`config.mk`:
```
export PLATFORM = sky130hd
export DESIGN_NAME = fwchk_crc
export DESIGN_NICKNAME = d
export VERILOG_FILES = /design/src/rtl/fwchk_pkg.sv /design/src/rtl/fwchk_crc.sv
export SDC_FILE = /design/constraint.sdc
export NUM_CORES = 1
export LEC_CHECK = 0
export BUFFER_PORTS_ARGS = -buffer_cell sky130_fd_sc_hd__buf_2
export CORE_MARGIN = 3
export CORE_UTILIZATION = 51
export CTS_CLUSTER_DIAMETER = 50
export CTS_CLUSTER_SIZE = 20
export DETAILED_ROUTE_END_ITERATION = 16
export GPL_TIMING_DRIVEN = 0
export PLACE_DENSITY = 0.75
export SETUP_SLACK_MARGIN = 0.1
export SLEW_MARGIN = 20
export SYNTH_ARGS = -nofsm -noshare
export SYNTH_HDL_FRONTEND = slang
export SYNTH_SLANG_ARGS = --single-unit
```
`constraint.sdc`:
```
create_clock -name clk -period 1.72 [get_ports clk]
set_input_delay 0.172 -clock clk [delete_from_list [all_inputs] [get_ports clk]]
set_output_delay 0.172 -clock clk [all_outputs]
set_load 0.02 [all_outputs]
```
`src/rtl/fwchk_pkg.sv`:
```
package fwchk_pkg;

    typedef enum logic [2:0] {
        S_IDLE,
        S_CRC,
        S_POFF,
        S_HDR,
        S_SECT,
        S_VER,
        S_DONE
    } fsm_t;

    localparam logic [2:0] ERR_NONE  = 3'd0;
    localparam logic [2:0] ERR_CRC   = 3'd1;
    localparam logic [2:0] ERR_HDR   = 3'd2;
    localparam logic [2:0] ERR_ALIGN = 3'd3;
    localparam logic [2:0] ERR_SECT  = 3'd4;
    localparam logic [2:0] ERR_VER   = 3'd5;

    localparam int POFF_AT    = 8;
    localparam int POFF_SHIFT = 12;
    localparam int HDR_REL    = 'h300;
    localparam int HDR_PAD    = 4;
    localparam int HDR_LEN    = 16;
    localparam int FIELD_LEN  = 12;
    localparam int VER_REL    = 'h200;
    localparam int VER_LEN    = 64;

    localparam logic [15:0] CRC_POLY = 16'h1021;

    function automatic logic [15:0] crc16_step(input logic [15:0] c, input logic [7:0] b);
        logic [15:0] r;
        r = c ^ {b, 8'h00};
        for (int i = 0; i < 8; i++) begin
            r = r[15] ? ((r << 1) ^ CRC_POLY) : (r << 1);
        end
        return r;
    endfunction

endpackage

```
`src/rtl/fwchk_crc.sv`:
```
module fwchk_crc (
    input  logic        clk,
    input  logic        rst_n,
    input  logic        clr,
    input  logic        en,
    input  logic [7:0]  din,
    output logic [15:0] crc
);
    import fwchk_pkg::*;

    always_ff @(posedge clk or negedge rst_n) begin
        if (!rst_n) begin
            crc <= '0;
        end else if (clr) begin
            crc <= '0;
        end else if (en) begin
            crc <= crc16_step(crc, din);
        end
    end

endmodule

```
# [Word level (Yosys, flattened, before mapping)]
# Cells that the tools add are included.
[classes] shift=0 add_sub_neg=0 n_bitwise=9 n_mul=0 n_mux=10 magnitude_cmp=0 eq_ne=0 n_div=0 n_reduce_logical=1
[op_table] op="$mux W13" n=8
[op_table] op="$mux W16" n=2
[op_table] op="$not A3 Y3" n=8
[op_table] op="$xor A16 B16 Y16" n=1
[op_table] op="$reduce_bool A2 Y1" n=1
[word_totals] out_inout_bits=16 word_cells=21 ramBits=0 inputBits=12 register_bits=16 n_memories=0 rom_bits=0 latch_bits=0

# [Longest topological paths before layout]
[logic_depth] depth_word=19 ltp_mapped=4 mapped_depth_nobuf=3

# [Worst setup path before layout]
# OpenSTA, ideal clock, no wires.
[synth_path] kind="flip-flop to flip-flop" from="register crc[15]" to="register crc[7]" path_stages_with_launch=4 synth_period_minus_slack_ns=1.527 t_arrival_ns=1.440 setup_slack_ns=0.193 setup_ns=0.087 t_required_ns=1.633 path_buffers=0 path_cell_list="dfrtp_1 -> xnor2_2 -> xor3_1 -> a211oi_2"
[synth_between] elab_chain_cells=12
[synth_rtl] item="start: declaration" line_no="fwchk_crc.sv:7" text="output logic [15:0] crc"
[synth_rtl] item="start signal: assignment" line_no="fwchk_crc.sv:17" text="crc <= crc16_step(crc, din);"
[synth_rtl] item="$xor A16 B16 Y16 *" line_no="fwchk_pkg.sv:33" text="r = c ^ {b, 8'h00};"
[synth_rtl] item="$mux W13 * (5 in a row)" line_no="fwchk_pkg.sv:35" text="r = r[15] ? ((r << 1) ^ CRC_POLY) : (r << 1);"
[synth_rtl] item="$not A3 Y3 (no line)"
[synth_rtl] item="$mux W13 * (3 in a row)" line_no="fwchk_pkg.sv:35"
[synth_rtl] item="$mux W16 *" line_no="fwchk_crc.sv:16" text="end else if (en) begin"
[synth_rtl] item="$mux W16 *" line_no="fwchk_crc.sv:14" text="end else if (clr) begin"
# Every way passes the cells marked *; elsewhere a longest branch is shown, timed or not. The select of a mux whose other input is x is not followed.
# A chain may end at the register's enable or synchronous reset.

# [Final worst setup path]
# Ends and elaborated chain as after synthesis.

==> summary.md <==
| Metric | Value |
|---|---|
| Synth unique cells | 15 |
| # clock sinks | 16 |
| Via count | around 700 |
| CP startpoint kind | register |
| Hold WC Path Type | primary input to register |
| Hold path endpoint | crc[0] |
| Post-route cell area | ~1300 µm² |
| Gate power share | 0.564 |
| Number of flip-flops in the largest register | 16 |
| Post-CTS Hold Fix Bufs | 1 |
| Die Width | 51.37 µm |
| Clock share of power | 0.132 |
| Slew @ Worst Pin | between 0.5 and 0.6 ns |
| Register area share after synthesis | 0.3814 |
| Site Rows | 15 |
| Core box area | around 1800 µm² |
| CP max FO | 4 |
| Crit. End Element | register |
| Die height | 51.37 µm |
| P_leak | 0.6416 nW |
| Vias per cell | around 5.2 |
| Sequential share of power | 0.305 |
| Hold Vio Cnt, Final | 0 |
| RSZ-0062 raised after global routing | false |
| H-tree Lvls | 1 |
| P_int | between 0.001 and 0.0015 W |
| Post-Syn Nets | 90 |
| R2R setup slack | between 0.1 and 0.15 ns |
| Setup repair bufs after CTS | 0 |
| Synth warnings | 0 |
| Die area | ~2600 µm² |
| CTS tree | done |
| First-pass GRT wire length | between 3 and 4 mm |
| Most flop-heavy register | crc |
| Number of diodes | 0 |
| Max-cap viol count | 0 |
| Reg-to-reg startpoint | crc[15] |
| Fin crit share | 0.9141 |
| CTS buffer count | 3 |
| Layout Skew | 0.0009080 ns |
| Setup Crit Path Kind | register to register |
| WL final | ~2 mm |
| Syn-to-layout area delta | 19.79% |
| Sw frac | 0.3557 |
| Initial DRC Count | 6 |
| Final setup fails | 0 |
| Reg-to-Reg End | crc[7] |
| Total GRT Usage | 0.1678 |
| Yosys reg bits | 16 |
| FMAX | 636.0 MHz |
| # resized after CTS | 0 |
| Grt ovf | 0 |
| CTS clk-pin slew, worst paths | 0.10 ns |
| Starting Density | 0.5707 |
| Sequential cell area | ~400 µm² |
| IO Pins | 28 |
| Post-Route Setup TNS | 0 ns |
| Syn Area/Cell | between 10 and 15 µm² |
| Filler Cells Inserted | roughly 150 |
| Top flop regs | crc (16) |
| Largest net degree at the start of global routing | 17 |
| Area of the multi-input gates | between 600 and 700 µm² |
| Clock buffer depth | 2 |
| Pre-CTS WS | roughly 0.17 ns |
| Pwr dens | about 1500 nW/µm² |
| Dpl cell area | 1211 µm² |
| CTS root buffer | clkbuf_4 |
| DP HPWL | about 1.5 mm |
| Final core utilization | 0.6837 |
| Path depth of the worst reg2reg path | 3 |
| Hold_ws | 0.1231 ns |
| Worst EP required | between 1.5 and 2 ns |
| Status | finished clean |
| Initial antenna violation count | 0 |
| Sw Pwr | 0.0006823 W |
| Worst ir drop on vdd | 0.9045 mV |
| Nets | 122 |
| Worst skew pair latency | a little under 0.3 ns |
| Placer's final routability congestion estimate | between 0.7 and 0.8 |
| Synth Instances | 78 |
| Vias in the first global route | ~670 |
| Drt pass-1 iters | 4 |
| Pins Over Slew Limit | 0 |
| Hold Crit Start | clr |
| Final WS setup | 0.1477 ns |
| Cell Area, Synth | 1050 µm² |
| Share of layout cells above drive strength 1 | 0.3394 |
| Final ANT Viol Nets | 0 |
| Port Buf Inserts | 26 |
| Hold depth | 2 |
| Detailed-route DRC error count | 0 |
| Max_slew headroom | 0.6363 |
| Arr. time, crit path | about 1.8 ns |
| Final Critical Period | 1.572 ns |
| Routed WL per cell | roughly 15 µm |
cell type report:
| class | count | area share |
|---|---|---|
| tap | 25 | 0.02488 |
| clock buffer | 4 | 0.02886 |
| multi-input combinational | 58 | 0.5045 |
| sequential | 16 | 0.3184 |
| timing repair buffer | 27 | 0.1114 |
| buffer | 4 | 0.01194 |
cell usage in the layout, fill, tap and decap left out:
cell,n
a211oi_1,5
a211oi_2,3
buf_2,26
clkbuf_1,4
clkbuf_4,3
clkbuf_8,1
dfrtp_1,16
dlygate4sd3_1,1
mux2i_1,3
nand2b_1,4
nor2_1,11
o22ai_1,5
or2b_1,2
xnor2_1,9
xnor2_2,3
xnor3_1,7
xor2_1,1
xor3_1,4
xor3_4,1
logic make-up after synthesis:
group / Yosys count / synth area share
AOI/OAI and AO/OA: 13 / 0.1013
xor gates and xnor gates: 25 / 0.3969
buffers and inverters: 4 / 0.01430
DFF: 16 / 0.3814
muxes: 3 / 0.02861
and+or+nand+nor: 17 / 0.07747
Yosys cell counts:
master,number,area [µm²]
a211oi_1,5,37.54
a211oi_2,3,37.54
clkbuf_1,4,15.01
dfrtp_1,16,400.4
mux2i_1,3,30.03
nand2b_1,4,25.02
nor2_1,11,41.29
o22ai_1,5,31.28
or2b_1,2,15.01
xnor2_1,9,78.83
xnor2_2,3,48.80
xnor3_1,7,157.7
xor2_1,1,8.760
xor3_1,4,95.09
xor3_4,1,27.53
critical path, cell delays in order, from the launching register on:
cell and delay (ns):
dfrtp_1 0.46, xnor2_2 0.32, xor3_1 0.50, a211oi_2 0.22
layer usage:
metal | track usage | share of wire | wire (µm)
met1 | 0.2467 | 0.48 | 960
met2 | 0.2521 | 0.45 | 908
met3 | 0.02041 | 0.059 | 118
met4 | 0.06550 | 0.011 | 22
met5 | 0 | 0 | 0
power groups by stage:
stage	clock, W	sequential (W)	combinational, W
after floorplan	0	0.000701	0.000755
after global placement	0	0.000587	0.00107
after detailed placement	0	0.000593	0.00109
after CTS	0.000256	0.000585	0.00109
after global routing	0.000269	0.000602	0.00115
final	0.000253	0.000584	0.00108
worst max-delay path by stage:
stage | from | to | slack (ns) | cells after the start
after floorplan | crc[15] | crc[7] | 0.19 | 3
final | crc[15] | crc[7] | 0.15 | 3
after CTS | crc[15] | crc[7] | 0.14 | 3
after detailed placement | crc[15] | crc[7] | 0.17 | 3
after global routing | crc[15] | crc[7] | 0.11 | 3
after global placement | crc[15] | crc[7] | 0.16 | 3
metrics by stage:
stage	std cells	power, W
final	134	0.001918
after global routing	134	0.002021
after detailed placement	129	0.001679
after CTS	134	0.001932
after floorplan	78	0.001456
after global placement	129	0.001656
(Power assumes the default switching activity.)
